===== config.mk =====
export PLATFORM = sky130hd
export DESIGN_NAME = slink_top
export DESIGN_NICKNAME = d
export VERILOG_FILES = /design/src/rtl/slink_pkg.sv /design/src/rtl/slink_fifo.sv /design/src/rtl/slink_lane.sv /design/src/rtl/slink_top.sv
export SDC_FILE = /design/constraint.sdc
export NUM_CORES = 1
export LEC_CHECK = 0
export CAP_MARGIN = 30
export CORE_ASPECT_RATIO = 0.9
export CORE_MARGIN = 1
export CORE_UTILIZATION = 53
export DETAILED_ROUTE_END_ITERATION = 8
export DONT_BUFFER_PORTS = 1
export HOLD_SLACK_MARGIN = 0.12
export PLACE_DENSITY = 0.68
export SYNTH_ARGS = -nofsm -noshare
export SYNTH_HDL_FRONTEND = slang
export SYNTH_SLANG_ARGS = --single-unit

===== constraint.sdc =====
create_clock -name clk -period 4.8 [get_ports clk]
set_clock_uncertainty 0.2 [all_clocks]
set_input_delay 0.96 -clock clk [delete_from_list [all_inputs] [get_ports clk]]
set_output_delay 0.96 -clock clk [all_outputs]
set_load 0.01 [all_outputs]

===== src/rtl/slink_pkg.sv =====
package slink_pkg;
   // Default geometry of the sliced link
   parameter int unsigned SLK_WORD_W  = 32;
   parameter int unsigned SLK_SLICE_W = 2;
   parameter int unsigned SLK_DEPTH   = 2;
endpackage


===== src/rtl/slink_fifo.sv =====
module slink_fifo #(
   parameter int unsigned W     = 3,
   parameter int unsigned DEPTH = 2
) (
   input  logic         clk,
   input  logic         rst_n,
   input  logic         in_valid,
   input  logic [W-1:0] in_data,
   output logic         in_ready,
   output logic         out_valid,
   output logic [W-1:0] out_data,
   input  logic         out_ready
);
   localparam int unsigned PW = (DEPTH > 1) ? $clog2(DEPTH) : 1;
   localparam int unsigned CW = $clog2(DEPTH + 1);

   logic [W-1:0]  mem [DEPTH];
   logic [PW-1:0] wr_q, rd_q;
   logic [CW-1:0] cnt_q;
   logic          push, pop;

   function automatic logic [PW-1:0] bump(input logic [PW-1:0] p);
      return (p == PW'(DEPTH - 1)) ? '0 : p + 1'b1;
   endfunction

   assign in_ready  = (cnt_q != CW'(DEPTH));
   assign out_valid = (cnt_q != '0);
   assign out_data  = mem[rd_q];
   assign push      = in_valid && in_ready;
   assign pop       = out_valid && out_ready;

   always_ff @(posedge clk or negedge rst_n) begin
      if (!rst_n) begin
         wr_q  <= '0;
         rd_q  <= '0;
         cnt_q <= '0;
      end else begin
         if (push) wr_q <= bump(wr_q);
         if (pop)  rd_q <= bump(rd_q);
         cnt_q <= cnt_q + CW'(push) - CW'(pop);
      end
   end

   always_ff @(posedge clk) begin
      if (push) mem[wr_q] <= in_data;
   end
endmodule


===== src/rtl/slink_lane.sv =====
module slink_lane #(
   parameter int unsigned SLICE_W = 2,
   parameter int unsigned DEPTH   = 2
) (
   input  logic               clk,
   input  logic               rst_n,
   input  logic               hold,
   input  logic               in_valid,
   input  logic [SLICE_W-1:0] in_dig,
   input  logic               in_eof,
   output logic               in_ready,
   output logic               out_valid,
   output logic [SLICE_W-1:0] out_dig,
   output logic               out_eof,
   input  logic               out_ready
);
   localparam int unsigned EW = SLICE_W + 1;

   logic          tx_valid, tx_ready, rx_ready;
   logic [EW-1:0] tx_data, rx_data;

   // sender-side buffer
   slink_fifo #(.W(EW), .DEPTH(DEPTH)) u_tx (
      .clk(clk), .rst_n(rst_n),
      .in_valid(in_valid), .in_data({in_eof, in_dig}), .in_ready(in_ready),
      .out_valid(tx_valid), .out_data(tx_data), .out_ready(tx_ready)
   );

   // per-lane link handshake, blocked while held
   assign tx_ready = rx_ready && !hold;

   // receiver-side buffer
   slink_fifo #(.W(EW), .DEPTH(DEPTH)) u_rx (
      .clk(clk), .rst_n(rst_n),
      .in_valid(tx_valid && !hold), .in_data(tx_data), .in_ready(rx_ready),
      .out_valid(out_valid), .out_data(rx_data), .out_ready(out_ready)
   );

   assign out_dig = rx_data[SLICE_W-1:0];
   assign out_eof = rx_data[SLICE_W];
endmodule


===== src/rtl/slink_top.sv =====
module slink_top
   import slink_pkg::*;
#(
   parameter int unsigned WORD_W  = SLK_WORD_W,
   parameter int unsigned SLICE_W = SLK_SLICE_W,
   parameter int unsigned DEPTH   = SLK_DEPTH,
   localparam int unsigned NL     = WORD_W / SLICE_W
) (
   input  logic              clk,
   input  logic              rst_n,
   input  logic              up_valid,
   input  logic [WORD_W-1:0] up_data,
   input  logic              up_eof,
   output logic              up_ready,
   input  logic [NL-1:0]     lane_hold,
   output logic              down_valid,
   output logic [WORD_W-1:0] down_data,
   output logic              down_eof,
   input  logic              down_ready
);
   if (SLICE_W == 0 || (WORD_W % SLICE_W) != 0) begin : g_bad_slice
      $error("WORD_W must be a nonzero multiple of SLICE_W");
   end
   if (DEPTH < 1) begin : g_bad_depth
      $error("DEPTH must be at least 1");
   end

   logic [NL-1:0] lane_in_ready, lane_out_valid, lane_out_eof;
   logic          push_all, pop_all;

   // slicing front end: admit a word only if all lanes have room
   assign up_ready = &lane_in_ready;
   assign push_all = up_valid && up_ready;

   // merge back end: present only when every lane head is present
   assign down_valid = &lane_out_valid;
   assign pop_all    = down_valid && down_ready;
   assign down_eof   = lane_out_eof[0];

   for (genvar i = 0; i < NL; i++) begin : g_lane
      slink_lane #(.SLICE_W(SLICE_W), .DEPTH(DEPTH)) u_lane (
         .clk(clk), .rst_n(rst_n), .hold(lane_hold[i]),
         .in_valid(push_all),
         .in_dig(up_data[i*SLICE_W +: SLICE_W]),
         .in_eof(up_eof),
         .in_ready(lane_in_ready[i]),
         .out_valid(lane_out_valid[i]),
         .out_dig(down_data[i*SLICE_W +: SLICE_W]),
         .out_eof(lane_out_eof[i]),
         .out_ready(pop_all)
      );
   end
endmodule


==> metrics.txt, run 1 <==
# TYPE chip_impl_metric gauge
chip_impl_metric{name="seqPwrFrac",unit=""} 0.480
chip_impl_metric{name="hpwl",unit="mm"} 12.3
chip_impl_metric{name="worst_r2r_path_depth",unit=""} 10
chip_impl_metric{name="synth.distinct_cells",unit=""} 25
chip_impl_metric{name="register_to_register_setup_slack",unit="ps"} 1960
chip_impl_metric{name="fmax",unit="MHz"} 306
chip_impl_metric{name="initial_utilization",unit=""} 0.538
chip_impl_metric{name="seq_area_frac_synth",unit=""} 0.641
chip_impl_metric{name="maxSlewViolCount",unit=""} 0
chip_impl_metric{name="detailedRoute.firstIterationViolations",unit=""} 194
chip_impl_metric{name="grt_first_pass_wirelength",unit="mm"} 30.7
chip_impl_metric{name="grt_util_met3",unit=""} 0.0539
chip_impl_metric{name="totalNegativeSetupSlack",unit="ps"} 0
chip_impl_metric{name="finalCritPeriodShare",unit=""} 0.680
chip_impl_metric{name="clkLatencyLatePin",unit="ps"} 520
chip_impl_metric{name="p_int",unit="uW"} 5370
chip_impl_metric{name="grt_use_met1",unit=""} 0.229
chip_impl_metric{name="max_stage_delay",unit="ps"} 490
chip_impl_metric{name="finalWirelength",unit="mm"} 18.7
chip_impl_metric{name="power.clock.fraction",unit=""} 0.246
chip_impl_info{name="root_buffer",value="clkbuf_16"} 1
chip_impl_metric{name="first_global_vias",unit=""} 5956
chip_impl_metric{name="synth.avg_cell_area",unit="um^2"} 14.5
chip_impl_info{name="tritoncts_clock_tree",value="done"} 1
chip_impl_metric{name="cts.repair_timing.setup_buffer_count",unit=""} 0
chip_impl_metric{name="pwr_density_cell",unit="nW/um^2"} 629
chip_impl_metric{name="power.leakage",unit="uW"} 0.00515
chip_impl_metric{name="power.switching",unit="uW"} 2340
chip_impl_metric{name="detailroute.via_count",unit=""} 5508
chip_impl_info{name="grt_busiest_layer",value="met2"} 1
chip_impl_metric{name="area_delta_synth_final",unit="%"} 9.71
chip_impl_metric{name="netSwitchingFraction",unit=""} 0.303
chip_impl_metric{name="die_extent_in_y",unit="um"} 140
chip_impl_metric{name="design.portCount",unit=""} 88
chip_impl_metric{name="finalWorstPathRequiredPeriod",unit="ps"} 3260
chip_impl_info{name="regToRegEndpoint",value="g_lane[2].u_lane.u_tx.cnt_q[1]"} 1
chip_impl_metric{name="grt_start_max_net_pins",unit=""} 129
chip_impl_metric{name="syn_inst",unit=""} 772
chip_impl_metric{name="cp_max_fo",unit=""} 32
chip_impl_metric{name="comb_power_share",unit=""} 0.275
chip_impl_metric{name="cts-root-to-sink-buffers",unit=""} 3
chip_impl_metric{name="core_rows",unit=""} 50
chip_impl_metric{name="per_cell_routed_wire_length",unit="um"} 17.3
chip_impl_metric{name="drc",unit=""} 0
chip_impl_metric{name="timing.slew.headroom",unit=""} 0.451
chip_impl_metric{name="globalRouteTotalUtil",unit=""} 0.185
chip_impl_metric{name="cp_data_arrival_time",unit="ps"} 2100
chip_impl_metric{name="finalNetCount",unit=""} 894
chip_impl_metric{name="gp_routability_congestion",unit=""} 0.750
chip_impl_metric{name="ant_nets",unit=""} 0
chip_impl_info{name="critical_path.reg2reg.startpoint",value="g_lane[1].u_lane.u_tx.cnt_q[1]"} 1
chip_impl_info{name="worst_setup_path_start_kind",value="flop"} 1
chip_impl_metric{name="synth_fp_nets",unit=""} 889
chip_impl_info{name="synthTopCellsByArea",value="edfxtp_1 35%, dfrtp_1 29%, xnor2_1 8.0%"} 1
chip_impl_info{name="run_status",value="completed"} 1
chip_impl_metric{name="worst_setup_hold_path_clk_slew",unit="ps"} 60
chip_impl_metric{name="cts.sinks",unit=""} 260
chip_impl_metric{name="final.setup.worst_slack",unit="ps"} 1540
chip_impl_info{name="critPathCaptureType",value="output port"} 1
chip_impl_metric{name="die_w",unit="um"} 155
chip_impl_info{name="sequence_of_cells_on_the_critical_path",value="nand2b_1 > o2111ai_1 > nor4_4 > buf_4"} 1
chip_impl_metric{name="max-vdd-ir-drop",unit="mV"} 0.304
chip_impl_metric{name="cts_htree_levels",unit=""} 1
chip_impl_metric{name="synth.yosys.warnings",unit=""} 0
chip_impl_info{name="hold_path_class",value="in2async"} 1
chip_impl_metric{name="drive_gt1_frac",unit=""} 0.142
chip_impl_info{name="criticalPathCategory",value="reg2out"} 1
chip_impl_metric{name="post-synth-top-area-fraction",unit=""} 0.355
chip_impl_metric{name="cap_viol_max_count",unit=""} 0
chip_impl_metric{name="design.core.area",unit="um^2"} 20800
chip_impl_metric{name="grt-ovfl-total",unit=""} 0
chip_impl_metric{name="cts-buffers-inserted",unit=""} 27
chip_impl_metric{name="tightest_slew",unit="ps"} 824
chip_impl_metric{name="final-hold-violation-count",unit=""} 0
chip_impl_metric{name="placement.io_buffers",unit=""} 0
chip_impl_info{name="synth.largest_area_cell",value="edfxtp_1"} 1
chip_impl_metric{name="gr-usage-met2",unit=""} 0.317
chip_impl_info{name="rsz_0062_raised_after_global_routing",value="false"} 1
chip_impl_metric{name="grt_antenna_before_repair",unit=""} 2
chip_impl_metric{name="crit_required",unit="ps"} 3640
chip_impl_metric{name="drt_first_pass_iters",unit=""} 4
chip_impl_metric{name="finalSetupViolCount",unit=""} 0
chip_impl_metric{name="syn_area",unit="um^2"} 11200
chip_impl_metric{name="die_area",unit="um^2"} 21700
chip_impl_metric{name="number_of_register_bits_inferred_by_synthesis",unit=""} 260
chip_impl_metric{name="pre_cts_slack",unit="ps"} 1970
chip_impl_metric{name="vias_per_cell",unit=""} 5.07
chip_impl_info{name="critical-path-slowest-cell",value="buf_4"} 1
==> area by class of cell <==
type                            instances  area, um^2
Clock buffer                           46         788
Multi-Input combinational cell        432        3690
Tap cell                              286         358
Timing Repair Buffer                    4        50.0
Fill cell                            1644        8500
Antenna cell                            3        7.51
Sequential cell                       260        7170
Inverter                               52         195
Clock inverter                          3        15.0
==> worst max-delay path, delay by kind of cell (launching register included) <==
| kind | cells | cell delay [ps] |
|---|---|---|
| flops | 1 | 400 |
| buf+inv | 1 | 490 |
| simple gates | 2 | 490 |
| compound gates | 1 | 200 |
==> synthesized netlist by cell type (all sizes together) <==
master,instances
and2,32
and3,16
and4,1
buf,8
clkbuf,20
dfrtp,128
edfxtp,132
ha,64
inv,52
mux2,66
nand2,16
nand2b,12
nor2,52
nor2b,16
nor3,2
nor4,1
o2111ai,4
o22ai,8
or3,14
xnor2,112
xor2,16
==> cell usage in the layout (no fill, tap or decap), types with 2 or more instances in the layout <==
| cell | count |
|---|---|
| edfxtp_1 | 132 |
| dfrtp_1 | 128 |
| xnor2_1 | 102 |
| mux2_2 | 66 |
| ha_1 | 64 |
| inv_1 | 52 |
| nor2_1 | 52 |
| and2_1 | 32 |
| clkbuf_16 | 28 |
| nor2b_1 | 16 |
| and3_1 | 16 |
| xor2_1 | 16 |
| clkbuf_1 | 16 |
| nand2_1 | 15 |
| or3_1 | 14 |
| nand2b_1 | 12 |
| xnor2_2 | 10 |
| o22ai_1 | 8 |
| o2111ai_1 | 4 |
| diode_2 | 3 |
| buf_4 | 3 |
| nor3_1 | 2 |
| clkinv_1 | 2 |
| clkbuf_8 | 2 |
==> flip-flops by register name (all words and copies together), names as in the netlist <==
| name | cells |
|---|---|
| g_lane.u_lane.u_tx.rd_q | 16 |
| g_lane.u_lane.u_tx.cnt_q | 32 |
| g_lane.u_lane.u_rx.cnt_q | 32 |
| g_lane.u_lane.u_tx.mem | 66 |
| g_lane.u_lane.u_tx.wr_q | 16 |
| g_lane.u_lane.u_rx.wr_q | 16 |
| g_lane.u_lane.u_rx.mem | 66 |
| g_lane.u_lane.u_rx.rd_q | 16 |
==> power by group through the flow <==
| stage | sequential (uW) | combinational, uW | clock (uW) |
|---|---|---|---|
| 3_5_place_dp | 3740 | 2120 | 0 |
| 6_report | 3700 | 2120 | 1890 |
| 2_1_floorplan | 3610 | 1780 | 0 |
| 4_1_cts | 3700 | 2170 | 1950 |
| 3_3_place_gp | 3700 | 2010 | 0 |
| 5_1_grt | 3790 | 2390 | 2040 |
==> layer usage <==
layer | share of wire | vias to the layer above
met3 | 0.062 | 26
met5 | 0.00069 | -
met4 | 0.017 | 2
met2 | 0.49 | 85
met1 | 0.43 | 2776
li1 | - | 2619
==> metrics by stage <==
| stage | total power [uW] | instances | utilization | hold WS [ps] | instance area [um^2] |
|---|---|---|---|---|---|
| after floorplan | 5380 | 772 | - | 259 | 11200 |
| after global routing | 8220 | 1084 | 0.590 | 235 | 12300 |
| after detailed placement | 5860 | 1033 | 0.550 | 280 | 11400 |
| final | 7710 | 1086 | 0.591 | 182 | 12300 |
| after global placement | 5710 | 1033 | 0.550 | 275 | 11400 |
| after CTS | 7820 | 1083 | 0.590 | 255 | 12300 |
==> how the worst max path moves through the flow <==
stage / from / slack (ps) / depth (start not counted) / end
global placement: g_lane[1].u_lane.u_tx.cnt_q[1] / 2020 / 10 / g_lane[13].u_lane.u_tx.cnt_q[1]
global route: g_lane[1].u_lane.u_tx.cnt_q[1] / 1430 / 4 / up_ready
detailed placement: g_lane[1].u_lane.u_tx.cnt_q[1] / 1970 / 10 / g_lane[9].u_lane.u_tx.cnt_q[1]
finish: g_lane[1].u_lane.u_tx.cnt_q[1] / 1540 / 4 / up_ready
CTS: g_lane[1].u_lane.u_tx.cnt_q[1] / 1490 / 4 / up_ready
floorplan: lane_hold[10] / 2270 / 7 / g_lane[10].u_lane.u_rx.cnt_q[1]
==> what timing repair did <==
item | CTS | global route
hold buffers | 1 | 0
endpoints found under the setup margin | 0 | 0
hold endpoints to repair | 128 | 0
gates resized for setup | 0 | 0
==> kinds of logic after synthesis <==
kind of cell               share of synthesized area
muxes                                         0.0665
xor gates and xnor gates                       0.107
AOI/OAI and AO/OA                            0.00761
buffers and inverters                         0.0293
DFF                                            0.641
and+or+nand+nor                               0.0770
adders and majority gates                     0.0716
Power figures use the tool's default switching activity.
==> run 2, diff against run 1 <==
--- a/config.mk
+++ b/config.mk
@@ -5,6 +5,7 @@
 export SDC_FILE = /design/constraint.sdc
 export NUM_CORES = 1
 export LEC_CHECK = 0
+export ABC_AREA = 1
 export CAP_MARGIN = 30
 export CORE_ASPECT_RATIO = 0.9
 export CORE_MARGIN = 1
@@ -12,7 +13,7 @@
 export DETAILED_ROUTE_END_ITERATION = 8
 export DONT_BUFFER_PORTS = 1
 export HOLD_SLACK_MARGIN = 0.12
-export PLACE_DENSITY = 0.68
+export PLACE_DENSITY = 0.71
 export SYNTH_ARGS = -nofsm -noshare
 export SYNTH_HDL_FRONTEND = slang
 export SYNTH_SLANG_ARGS = --single-unit
==> constraint.sdc (replaced) <==
create_clock -name clk -period 3 [get_ports clk]
set_clock_uncertainty 0.2 [all_clocks]
set_input_delay 0.6 -clock clk [delete_from_list [all_inputs] [get_ports clk]]
set_output_delay 0.6 -clock clk [all_outputs]
set_load 0.01 [all_outputs]
==> run 2 against run 1 <==
Net effect:
- the flow now finishes with violations (hold timing)
- sequential cell count did not move
- utilization is 3.0 points higher
- cell count rose by 31%
- combinational power rose by 77%
- clock power grew 78%
- sequential share of layout area is 3.3 points lower
- critical path type unchanged
==> metrics.txt, run 2 <==
# TYPE chip_impl_metric gauge
chip_impl_info{name="run_status",value="finished, violations left"} 1
chip_impl_info{name="violations",value="hold timing"} 1
chip_impl_metric{name="max-vdd-ir-drop",unit="mV"} 0.568
chip_impl_metric{name="cp_max_fo",unit=""} 17
chip_impl_metric{name="design.portCount",unit=""} 88
chip_impl_info{name="most-common-layout-cells",value="305 x nand2_1, 177 x inv_1, 132 x edfxtp_1"} 1
chip_impl_metric{name="synth-xor-area-share",unit=""} 0.0737
chip_impl_metric{name="max_stage_delay",unit="ps"} 380
chip_impl_metric{name="die_w",unit="um"} 157
chip_impl_info{name="critical-path-top-delay-family",value="simple AND/OR/NAND/NOR gates"} 1
chip_impl_info{name="worst_setup_path_start_kind",value="flop"} 1
chip_impl_metric{name="design.core.area",unit="um^2"} 21000
chip_impl_info{name="most_frequent_cell_after_synthesis",value="nand2_1"} 1
chip_impl_metric{name="synthesized_area_fraction_occupied_by_and_or_nand_nor_cells",unit=""} 0.147
chip_impl_metric{name="cp_data_arrival_time",unit="ps"} 1990
chip_impl_info{name="crit_start",value="g_lane[8].u_lane.u_rx.cnt_q[1]"} 1
chip_impl_metric{name="finalWorstPathRequiredPeriod",unit="ps"} 2790
chip_impl_metric{name="ant_nets",unit=""} 0
chip_impl_metric{name="syn_area",unit="um^2"} 11400
chip_impl_metric{name="met3_length",unit="mm"} 1.12
chip_impl_metric{name="power.leakage",unit="uW"} 0.00634
chip_impl_metric{name="detailroute.wirelength.met2",unit="mm"} 10.3
chip_impl_metric{name="core_rows",unit=""} 50
chip_impl_info{name="hold_path_class",value="in2async"} 1
chip_impl_metric{name="die_area",unit="um^2"} 22100
chip_impl_metric{name="antenna_cells_inserted",unit=""} 0
chip_impl_metric{name="pwr_density_cell",unit="nW/um^2"} 994
chip_impl_metric{name="hpwl",unit="mm"} 13.3
chip_impl_metric{name="fmax",unit="MHz"} 359
chip_impl_info{name="synth_flop_cell",value="edfxtp_1"} 1
chip_impl_metric{name="synth.avg_cell_area",unit="um^2"} 10.7
chip_impl_info{name="critical-path-slowest-cell",value="dfrtp_1"} 1
chip_impl_metric{name="synth_compound_gate_area_share",unit=""} 0.0145
chip_impl_metric{name="critPathBufInv",unit=""} 2
chip_impl_info{name="synth.top_cells.by_count",value="305 x nand2_1, 177 x inv_1, 132 x edfxtp_1"} 1
chip_impl_metric{name="clkLatencyLatePin",unit="ps"} 540
chip_impl_info{name="synthTopCellsByArea",value="edfxtp_1 35%, dfrtp_1 28%, nand2_1 10%"} 1
chip_impl_metric{name="synth_adder_area_share",unit=""} 0.0702
chip_impl_info{name="tritoncts_clock_tree",value="done"} 1
chip_impl_metric{name="synth.yosys.warnings",unit=""} 0
chip_impl_metric{name="cts_htree_levels",unit=""} 1
chip_impl_info{name="layout_top_registers",value="g_lane.u_lane.u_rx.mem x66, g_lane.u_lane.u_tx.mem x66"} 1
chip_impl_metric{name="synth.distinct_cells",unit=""} 20
chip_impl_metric{name="drc",unit=""} 0
chip_impl_metric{name="cts.sinks",unit=""} 260
chip_impl_metric{name="die_extent_in_y",unit="um"} 141
chip_impl_metric{name="drt_first_pass_iters",unit=""} 4
chip_impl_metric{name="synth_fp_nets",unit=""} 1181
chip_impl_metric{name="placement.io_buffers",unit=""} 0
chip_impl_metric{name="tightest_slew",unit="ps"} 681
chip_impl_metric{name="post-synth-top-area-fraction",unit=""} 0.348
chip_impl_metric{name="synthArstFlopShare",unit=""} 0.492
chip_impl_info{name="synth_top_family_by_area",value="simple AND/OR/NAND/NOR gates"} 1
chip_impl_metric{name="gp_routability_congestion",unit=""} 0.747
chip_impl_metric{name="first_global_vias",unit=""} 6913
chip_impl_info{name="rsz_0062_raised_after_global_routing",value="false"} 1
chip_impl_metric{name="post_cts_resize_count",unit=""} 0
chip_impl_metric{name="syn_inst",unit=""} 1064
chip_impl_metric{name="per_cell_routed_wire_length",unit="um"} 14.5
chip_impl_info{name="critPathCaptureType",value="output port"} 1
chip_impl_metric{name="detailroute.via_count",unit=""} 6768
chip_impl_metric{name="area_delta_synth_final",unit="%"} 14.0
chip_impl_metric{name="worst_setup_hold_path_clk_slew",unit="ps"} 60
chip_impl_metric{name="grt_antenna_before_repair",unit=""} 0
chip_impl_metric{name="finalWirelength",unit="mm"} 20.6
chip_impl_metric{name="cap_viol_max_count",unit=""} 0
chip_impl_metric{name="drive_gt1_frac",unit=""} 0.0501
chip_impl_metric{name="maxSlewViolCount",unit=""} 0
chip_impl_metric{name="vias_per_cell",unit=""} 4.76
chip_impl_info{name="root_buffer",value="clkbuf_16"} 1
chip_impl_metric{name="yosys-mux-area-fraction",unit=""} 0
chip_impl_metric{name="grt_first_pass_wirelength",unit="mm"} 33.5
chip_impl_metric{name="cts_hold_buf",unit=""} 35
chip_impl_metric{name="seq_area_frac_synth",unit=""} 0.628
chip_impl_info{name="synth.largest_area_cell",value="edfxtp_1"} 1
chip_impl_metric{name="timing.slew.headroom",unit=""} 0.543
chip_impl_info{name="sequence_of_cells_on_the_critical_path",value="nor2_1 > nor2_1 > nand2_1 > nor2_4 > buf_4 > nand2_1 > inv_1"} 1
chip_impl_metric{name="finalCritPeriodShare",unit=""} 0.929
chip_impl_metric{name="detailedRoute.firstIterationViolations",unit=""} 340
chip_impl_metric{name="final.fill_count",unit=""} 1665
chip_impl_metric{name="totalNegativeSetupSlack",unit="ps"} 0
chip_impl_metric{name="finalSetupViolCount",unit=""} 0
chip_impl_metric{name="globalRouteTotalUtil",unit=""} 0.196
chip_impl_metric{name="cts-root-to-sink-buffers",unit=""} 3
chip_impl_metric{name="number_of_register_bits_inferred_by_synthesis",unit=""} 260
chip_impl_metric{name="synth_enable_flop_cells",unit=""} 132
chip_impl_info{name="criticalPathCategory",value="reg2out"} 1
chip_impl_metric{name="final-hold-violation-count",unit=""} 128
chip_impl_metric{name="wirelength_met1",unit="mm"} 8.84
chip_impl_metric{name="crit_required",unit="ps"} 2200
chip_impl_metric{name="finalNetCount",unit=""} 1234
chip_impl_info{name="layout_commonest_cell",value="nand2_1"} 1
chip_impl_metric{name="grt-ovfl-total",unit=""} 0
chip_impl_info{name="route.top_layer_used",value="met4"} 1
chip_impl_metric{name="initial_utilization",unit=""} 0.544
chip_impl_metric{name="cts.repair_timing.setup_buffer_count",unit=""} 0
chip_impl_metric{name="min_hold_slack",unit="ps"} -431
chip_impl_info{name="critical_path.reg2reg.startpoint",value="g_lane[8].u_lane.u_rx.cnt_q[1]"} 1
chip_impl_metric{name="grt_start_max_net_pins",unit=""} 129
chip_impl_metric{name="cts-buffers-inserted",unit=""} 26
-- run 2: cell types whose count changed in the layout (fill, tap and decap cells not counted), moves of 21 or more --
cell           delta
nand2_1         +290
inv_1           +125
mux2_2           -66
xnor2_1          -39
dlygate4sd3_1    +35
and2_1           -32
nor2_1           +21
-- run 2: logic make-up after synthesis --
logic type / after synthesis
AO/OA/AOI/OAI: 33
XOR/XNOR: 96
adder cells (fa/ha/maj): 64
buffers and inverters: 193
flip-flops: 260
AND/OR/NAND/NOR: 418
-- run 2: area by class of cell --
cell class | count | area [um^2] | area share
inverter | 177 | 664 | 0.0511
multi-input combinational | 611 | 3480 | 0.268
sequential | 260 | 7170 | 0.551
clock inverter | 16 | 196 | 0.0151
timing repair buffer | 41 | 432 | 0.0332
clock buffer | 32 | 703 | 0.0541
tap | 286 | 358 | 0.0275
-- run 2: worst paths after layout --
check / to / slack (ps) / cells after the start
setup / recovery: down_valid / 210 / 7
hold reg to reg: g_lane[15].u_lane.u_tx.wr_q / 270 / 2
hold / removal: g_lane[13].u_lane.u_rx.rd_q / -430 / 0
max in group asynchronous: g_lane[6].u_lane.u_rx.rd_q / 2840 / 0
min in group clk: g_lane[15].u_lane.u_tx.wr_q / 270 / 2
setup reg to reg: g_lane[11].u_lane.u_rx.cnt_q[1] / 590 / 10
-- run 2: power by group --
part	leakage [uW]	total (uW)	switching [uW]	internal, uW
Clock	0.000446	3360	1340	2010
Combinational	0.00316	3750	2250	1500
Sequential	0.00274	5820	725	5090
Total	0.00634	12900	4310	8610
-- run 2: routing by layer --
layer / GRT usage / vias up
li1: - / 3438
met1: 0.241 / 3201
met2: 0.349 / 101
met3: 0.0473 / 28
met4: 0.0454 / 0
met5: 0 / -
-- run 2: per-stage QoR --
stage           util  std cells  setup WS, ps  instance area (um^2)  total power [uW]
4_1_cts        0.619       1421           189                 13000             13100
2_1_floorplan      -       1064           867                 11400              8700
3_5_place_dp   0.559       1338           638                 11700              9600
6_report       0.620       1423           212                 13000             12900
3_3_place_gp   0.559       1338           691                 11700              9390
5_1_grt        0.620       1423           116                 13000             13900
-- run 2: worst register-to-register path: stages (launching register included) --
cell	delay, ps
dfrtp_1	380
nor2_1	70
nor2_1	210
nand2_1	130
nor2_4	120
nand3_4	440
inv_1	180
ha_1	250
inv_1	60
ha_1	160
xnor2_1	130
